**config.mk**
```make
export PLATFORM = sky130hd
export DESIGN_NAME = mhp_pad_gen
export DESIGN_NICKNAME = d
export VERILOG_FILES = /design/src/rtl/mhp_pkg.sv /design/src/rtl/mhp_marker.sv /design/src/rtl/mhp_length.sv /design/src/rtl/mhp_span.sv /design/src/rtl/mhp_seq.sv /design/src/rtl/mhp_pad_gen.sv
export SDC_FILE = /design/constraint.sdc
export NUM_CORES = 1
export LEC_CHECK = 0
export CAP_MARGIN = 20
export CORE_MARGIN = 1
export CORE_UTILIZATION = 50
export CTS_BUF_LIST = sky130_fd_sc_hd__clkbuf_8 sky130_fd_sc_hd__clkbuf_16
export CTS_CLUSTER_SIZE = 28
export DETAILED_ROUTE_END_ITERATION = 7
export DONT_BUFFER_PORTS = 1
export GPL_ROUTABILITY_DRIVEN = 0
export PLACE_DENSITY = 0.63
export SYNTH_ARGS = -nofsm -noshare
export SYNTH_HDL_FRONTEND = slang
export SYNTH_HIERARCHICAL = 1
export SYNTH_SLANG_ARGS = --single-unit
```
**constraint.sdc**
```tcl
create_clock -name clk -period 3.5 [get_ports clk]
set_input_delay 0.525 -clock clk [delete_from_list [all_inputs] [get_ports clk]]
set_output_delay 0.525 -clock clk [all_outputs]
set_load 0.01 [all_outputs]
```
**src/rtl/mhp_pkg.sv**
```systemverilog
package mhp_pkg;
  localparam int WORD_W    = 32;
  localparam int LANES     = WORD_W / 8;
  localparam int BLK_WORDS = 16;
  localparam int LEN_W     = 64;

  typedef enum logic {
    MODE_MD5  = 1'b0,
    MODE_SHA1 = 1'b1
  } hash_mode_e;

  typedef enum logic [1:0] {
    SEL_MARK = 2'd0,
    SEL_ZERO = 2'd1,
    SEL_LEN1 = 2'd2,
    SEL_LEN2 = 2'd3
  } word_sel_e;

  function automatic logic [WORD_W-1:0] swap_bytes(input logic [WORD_W-1:0] w);
    logic [WORD_W-1:0] r;
    for (int i = 0; i < LANES; i++) begin
      r[8*i +: 8] = w[8*(LANES-1-i) +: 8];
    end
    return r;
  endfunction
endpackage

```
**src/rtl/mhp_marker.sv**
```systemverilog
module mhp_marker
  import mhp_pkg::*;
#(
  parameter int LW = $clog2(LANES)
) (
  input  logic [WORD_W-1:0] tail_word,
  input  logic [LW-1:0]     tail_len,
  output logic [WORD_W-1:0] marker_word
);
  // Each lane is data, terminator or zero depending on its position
  for (genvar g = 0; g < LANES; g++) begin : g_lane
    localparam logic [LW-1:0] LANE_ID = LW'(g);
    always_comb begin
      if (LANE_ID < tail_len)       marker_word[8*g +: 8] = tail_word[8*g +: 8];
      else if (LANE_ID == tail_len) marker_word[8*g +: 8] = 8'h80;
      else                          marker_word[8*g +: 8] = 8'h00;
    end
  end
endmodule

```
**src/rtl/mhp_length.sv**
```systemverilog
module mhp_length
  import mhp_pkg::*;
#(
  parameter int CNT_W = 61
) (
  input  logic [CNT_W-1:0]  msg_bytes,
  input  hash_mode_e        mode,
  output logic [WORD_W-1:0] len_first,
  output logic [WORD_W-1:0] len_second
);
  logic [LEN_W-1:0] bit_len;

  assign bit_len = LEN_W'(msg_bytes) << 3;

  always_comb begin
    if (mode == MODE_SHA1) begin
      len_first  = swap_bytes(bit_len[LEN_W-1:WORD_W]);
      len_second = swap_bytes(bit_len[WORD_W-1:0]);
    end else begin
      len_first  = bit_len[WORD_W-1:0];
      len_second = bit_len[LEN_W-1:WORD_W];
    end
  end
endmodule

```
**src/rtl/mhp_span.sv**
```systemverilog
module mhp_span
  import mhp_pkg::*;
#(
  parameter int WP_W  = $clog2(BLK_WORDS),
  parameter int IDX_W = $clog2(2 * BLK_WORDS)
) (
  input  logic [WP_W-1:0]  word_pos,
  output logic [IDX_W-1:0] total_words
);
  // Last slot where the marker still leaves two words for the length
  localparam logic [WP_W-1:0] LAST_FIT = WP_W'(BLK_WORDS - 3);

  always_comb begin
    if (word_pos <= LAST_FIT) total_words = IDX_W'(BLK_WORDS) - IDX_W'(word_pos);
    else                      total_words = IDX_W'(2 * BLK_WORDS) - IDX_W'(word_pos);
  end
endmodule

```
**src/rtl/mhp_seq.sv**
```systemverilog
module mhp_seq
  import mhp_pkg::*;
#(
  parameter int IDX_W = $clog2(2 * BLK_WORDS)
) (
  input  logic             clk,
  input  logic             rst_n,
  input  logic             load,
  input  logic [IDX_W-1:0] total_in,
  input  logic             out_ready,
  output logic             busy,
  output word_sel_e        sel,
  output logic             done
);
  logic [IDX_W-1:0] idx_q, total_q;
  logic             busy_q, done_q, is_last, fire;

  assign is_last = (idx_q == total_q - IDX_W'(1));
  assign fire    = busy_q && out_ready;

  always_ff @(posedge clk or negedge rst_n) begin
    if (!rst_n) begin
      busy_q  <= 1'b0;
      idx_q   <= '0;
      total_q <= '0;
      done_q  <= 1'b0;
    end else begin
      done_q <= fire && is_last;
      if (load) begin
        busy_q  <= 1'b1;
        idx_q   <= '0;
        total_q <= total_in;
      end else if (fire) begin
        if (is_last) busy_q <= 1'b0;
        else         idx_q  <= idx_q + IDX_W'(1);
      end
    end
  end

  always_comb begin
    if (idx_q == '0)                       sel = SEL_MARK;
    else if (is_last)                      sel = SEL_LEN2;
    else if (idx_q == total_q - IDX_W'(2)) sel = SEL_LEN1;
    else                                   sel = SEL_ZERO;
  end

  assign busy = busy_q;
  assign done = done_q;

  a_r3_idx_bound: assert property (@(posedge clk) disable iff (!rst_n)
    busy_q |-> (idx_q < total_q));
  a_r7_hold_position: assert property (@(posedge clk) disable iff (!rst_n)
    (busy_q && !out_ready) |=> (busy_q && $stable(idx_q)));
  a_r8_done_single: assert property (@(posedge clk) disable iff (!rst_n)
    done_q |=> !done_q);
  a_r8_done_after_last: assert property (@(posedge clk) disable iff (!rst_n)
    done_q |-> ($past(fire && is_last) && !busy_q));
endmodule

```
**src/rtl/mhp_pad_gen.sv**
```systemverilog
module mhp_pad_gen
  import mhp_pkg::*;
#(
  parameter int CNT_W = 61
) (
  input  logic                  clk,
  input  logic                  rst_n,
  input  logic                  start,
  input  logic                  mode,
  input  logic [CNT_W-1:0]      msg_bytes,
  input  logic [WORD_W-1:0]     tail_word,
  input  logic [1:0]            tail_len,
  output logic                  busy,
  output logic                  out_valid,
  input  logic                  out_ready,
  output logic [WORD_W-1:0]     out_data,
  output logic                  done
);
  localparam int WP_W  = $clog2(BLK_WORDS);
  localparam int IDX_W = $clog2(2 * BLK_WORDS);

  logic [WORD_W-1:0] marker_c, len1_c, len2_c;
  logic [WORD_W-1:0] marker_q, len1_q, len2_q;
  logic [IDX_W-1:0]  total_c;
  logic              load;
  word_sel_e         sel;

  assign load = start && !busy;

  mhp_marker u_marker (
    .tail_word   (tail_word),
    .tail_len    (tail_len),
    .marker_word (marker_c)
  );

  mhp_length #(.CNT_W(CNT_W)) u_length (
    .msg_bytes  (msg_bytes),
    .mode       (hash_mode_e'(mode)),
    .len_first  (len1_c),
    .len_second (len2_c)
  );

  mhp_span u_span (
    .word_pos    (msg_bytes[WP_W+1:2]),
    .total_words (total_c)
  );

  mhp_seq u_seq (
    .clk       (clk),
    .rst_n     (rst_n),
    .load      (load),
    .total_in  (total_c),
    .out_ready (out_ready),
    .busy      (busy),
    .sel       (sel),
    .done      (done)
  );

  always_ff @(posedge clk or negedge rst_n) begin
    if (!rst_n) begin
      marker_q <= '0;
      len1_q   <= '0;
      len2_q   <= '0;
    end else if (load) begin
      marker_q <= marker_c;
      len1_q   <= len1_c;
      len2_q   <= len2_c;
    end
  end

  always_comb begin
    unique case (sel)
      SEL_MARK: out_data = marker_q;
      SEL_LEN1: out_data = len1_q;
      SEL_LEN2: out_data = len2_q;
      default:  out_data = '0;
    endcase
  end

  assign out_valid = busy;

  a_r1_tail_contract: assert property (@(posedge clk) disable iff (!rst_n)
    load |-> (tail_len == msg_bytes[1:0]));
  a_r4_block_end: assert property (@(posedge clk) disable iff (!rst_n)
    load |-> (((IDX_W'(msg_bytes[WP_W+1:2]) + total_c) % IDX_W'(BLK_WORDS)) == '0));
  a_r7_data_hold: assert property (@(posedge clk) disable iff (!rst_n)
    (out_valid && !out_ready) |=> (out_valid && $stable(out_data)));
  a_r9_ignore_start: assert property (@(posedge clk) disable iff (!rst_n)
    (busy && start && !out_ready) |=> $stable(out_data));
endmodule

```
==> impl_summary.txt <==
----------------------------------------------------
[Logic synthesis]
  Dominant combinational cell family by area after synthesis ... multiplexers
  Yosys Warn Count ... 6
  Synth async-reset ratio ... 100%
  Share of synthesized cell area in and, or, nand and nor gates ... 5.27%
  Combined area of all synthesized cells ... 6530 um2
  Fraction of post-synthesis cell area in the top cell type by area ... 41.4%
  Register area share after synthesis ... 41.4%
  Synth top area cells ... sky130_fd_sc_hd__dfrtp_1 41%, sky130_fd_sc_hd__mux2_4 19%, sky130_fd_sc_hd__mux2_2 18%, sky130_fd_sc_hd__a22o_1 4.3%, sky130_fd_sc_hd__buf_6 1.9%
  #FFs+latches synth ... 108
  Library cells used by synthesis ... 41
  Number of instances in the synthesized netlist ... 480
  Post-synth top flop ... sky130_fd_sc_hd__dfrtp_1
  Fraction of the mapped netlist area in adder cells ... 1.34%
  Biggest area consumer among synthesized cells ... sky130_fd_sc_hd__dfrtp_1
  Proportion of synthesized area in mux cells ... 37.5%
  Compound-cell area share of the yosys netlist ... 7.05%
  EDFF count, synth ... 0
  Post-synthesis share of cell area spent on xor and xnor gates ... 1.21%
  Mean Syn Cell Area ... 13.6 um2

[Global routing]
  First-pass GRT wire length ... 20,300 um
  Vias in the first global route ... 3,877
  Initial antenna violation count ... 0
  Largest net degree at the start of global routing ... 112
  Global routing usage summed across all routing layers ... 20.5%
  Remaining Overflow, GRT ... 0

[Job]
  Maximum Capacitance Violations ... 0

[Floorplan]
  Placeable Area ... 12,700 um2
  Die area ... 13,500 um2
  Standard-cell row count ... 41
  Die span in x ... 116 um
  Height of the die ... 116 um
  I/O pins ... 135
  Initial standard-cell utilization of the core ... 51.5%

[Power]
  Power per Cell Area ... 947 nW/um2
  Overall power consumption ... 6.45 mW
  Worst voltage drop across the vdd grid ... 0.608 mV
  Static leakage ... 3.02 nW

[Worst setup path]
  Arrival time at the worst endpoint ... 2.86 ns
  Worst reg2reg path endpoint ... u_seq/idx_q[4]
  Type of the worst setup path ... reg2out
  Kind of start point of the critical path ... flop
  Cells on worst reg2reg path ... 7
  Launching point of the worst reg2reg path ... u_seq/total_q[1]
  Endpoint class of the critical path ... output pin
  Termination of the worst setup path ... out_data[6]
  Required time at the worst-slack endpoint ... 2.97 ns
  Largest fanout on the critical path ... 16
  Setup slack on the worst flop-to-flop path ... 1.30 ns
  Crit. Startpoint ... u_seq/total_q[1]

[Clocking]
  Buffer depth of the longest clock path ... 2
  CTS Buf Count ... 9
  Clk sink count ... 108
  Clock root buffer master ... sky130_fd_sc_hd__clkbuf_16
  Clock tree from TritonCTS ... yes
  Maximum level of the CTS H-tree ... 3
  Clk Latency, worst-skew pair ... 0.35 ns
  Clock edge transition at the registers on the reported setup and hold paths ... 0.07 ns

[Detailed routing]
  Pre-antenna DRT Iters ... 4
  Via count ... 3,682
  ANT nets after route ... 0
  Total DRC errors in the routed layout ... 0
  Wire length per cell ... 20.8 um
  Average via count per standard cell ... 5.75
  Violation count after the first detailed-route iteration ... 141
  Total Routed Length ... 13,300 um

[Timing]
  Slew HR ... 53.3%
  Minimum clock period ... 3.38 ns
  Total count of max-transition violations in the final report ... 0
  Total count of hold-check failures in the final report ... 0
  Count of endpoints failing setup in the final report ... 0
  Setup TNS Final ... 0 ns
  Unrepaired setup endpoints after global routing ... no
  Least-Margin Pin Slew ... 0.701 ns
  Clock tree skew after final layout ... 0.00423 ns
  Post-route clock period utilization ... 96.6%
  Fmax ... 0.296 GHz

[Finish]
  Layout cell share with drive strength beyond 1 ... 48.1%
  Fill cell total of the finished layout ... 1,062
  Diodes inserted ... 0
  Area added between synthesis and finish ... 4.41%
  Top library cells by usage in the layout, fill and taps aside ... 108 x sky130_fd_sc_hd__dfrtp_1, 106 x sky130_fd_sc_hd__mux2_2, 83 x sky130_fd_sc_hd__mux2_4, 32 x sky130_fd_sc_hd__a22o_1, 12 x sky130_fd_sc_hd__and2_1
  Sequential cell area ... 2700 um2
  Commonest non-fill, non-tap cell in the layout ... sky130_fd_sc_hd__dfrtp_1
  # nets final ... 570
  Area of combinational cells with multiple inputs ... 3470 um2
  Post-Route Utilization ... 53.8%

[Placed design]
  Input/output buffers ... 0
  Half-perimeter wire length of the detailed placement result ... 8440 um

[Run status]
  Status ... complete, no violations

[Min path]
  Worst hold path type ... in2async

----------------------------------------------------
layout make-up:
cell class                      instances  share of cell area (%)
Multi-Input combinational cell        328                    51.0
Sequential cell                       108                    39.6
Clock buffer                           12                    3.91
Tap cell                              172                    3.16
Timing Repair Buffer                    7                    1.49
Inverter                                9                   0.496
Clock inverter                          4                   0.349
kinds of logic after synthesis:
family / after synthesis
other cells: 1
simple gates: 57
xor+xnor: 9
compound gates: 57
flops: 108
fa+ha+maj: 7
buf+inv: 51
mux: 190
worst min-delay path by stage:
stage,from,endpoint
5_1_grt,rst_n,u_seq/idx_q[4]
2_1_floorplan,rst_n,len1_q[0]
4_1_cts,rst_n,u_seq/idx_q[3]
3_3_place_gp,rst_n,marker_q[21]
3_5_place_dp,rst_n,marker_q[21]
6_report,rst_n,len2_q[23]
power by group:
part / total, mW / leakage (nW) / switching, mW / internal [mW]
Sequential: 2.23 / 1.32 / 0.360 / 1.87
Combinational: 3.24 / 1.56 / 1.54 / 1.71
Clock: 0.980 / 0.142 / 0.443 / 0.537
Total: 6.45 / 3.02 / 2.34 / 4.11
sequential cells by signal, indices dropped and copies added, names as in the netlist:
| register | flops |
|---|---|
| len1_q | 32 |
| len2_q | 32 |
| u_seq/done | 1 |
| marker_q | 32 |
| u_seq/busy | 1 |
| u_seq/total_q | 5 |
| u_seq/idx_q | 5 |
synth_stat cells (2+ instances only):
master,instances
sky130_fd_sc_hd__dfrtp_1,108
sky130_fd_sc_hd__mux2_2,106
sky130_fd_sc_hd__mux2_4,83
sky130_fd_sc_hd__a22o_1,32
sky130_fd_sc_hd__and2_1,12
sky130_fd_sc_hd__buf_6,11
sky130_fd_sc_hd__nor2b_1,11
sky130_fd_sc_hd__buf_2,10
sky130_fd_sc_hd__buf_4,9
sky130_fd_sc_hd__inv_1,9
sky130_fd_sc_hd__clkbuf_1,7
sky130_fd_sc_hd__ha_1,7
sky130_fd_sc_hd__nand2_1,7
sky130_fd_sc_hd__xnor2_1,7
sky130_fd_sc_hd__a21oi_1,6
sky130_fd_sc_hd__nand3_1,6
sky130_fd_sc_hd__nor2_1,6
sky130_fd_sc_hd__o21ai_0,6
sky130_fd_sc_hd__and3_2,5
sky130_fd_sc_hd__buf_12,5
sky130_fd_sc_hd__a21boi_0,2
sky130_fd_sc_hd__and3_1,2
sky130_fd_sc_hd__o2111ai_1,2
sky130_fd_sc_hd__o31ai_1,2
sky130_fd_sc_hd__or4_1,2
sky130_fd_sc_hd__xor2_1,2
per-layer routing:
metal / global-route usage [%] / vias to the layer above / part of all wire [%]
met5: 0 / - / 0
met4: 4.62 / 0 / 0.79
met3: 8.20 / 8 / 8.1
met2: 34.4 / 110 / 48
met1: 24.8 / 1878 / 43
li1: - / 1686 / -
through the flow:
step           area (um2)  instances  hold slack [ns]  worst slack [ns]
3_3_place_gp         6460        621            0.234             0.299
2_1_floorplan        6550        486            0.229             0.752
5_1_grt              6820        640            0.152           0.00248
4_1_cts              6790        639            0.132            0.0938
6_report             6820        640           0.0892             0.118
3_5_place_dp         6460        621            0.233             0.238
critical path, stage by stage (launching register included):
cell,delay (ns)
sky130_fd_sc_hd__dfrtp_1,0.37
sky130_fd_sc_hd__inv_1,0.10
sky130_fd_sc_hd__ha_1,0.23
sky130_fd_sc_hd__and2_1,0.16
sky130_fd_sc_hd__a32o_1,0.23
sky130_fd_sc_hd__o2111a_2,0.33
sky130_fd_sc_hd__o21ba_2,0.28
sky130_fd_sc_hd__nor2_4,0.49
sky130_fd_sc_hd__a22o_1,0.30
what timing repair did:
item	CTS	global route
setup endpoints to repair	32	32
hold endpoints to repair	108	0
resized for setup	1	1
hold buffers	1	0
pin swaps	1	1
setup buffers	0	1
gates cloned	1	0
Note: power is estimated with default switching activity, not from simulation.
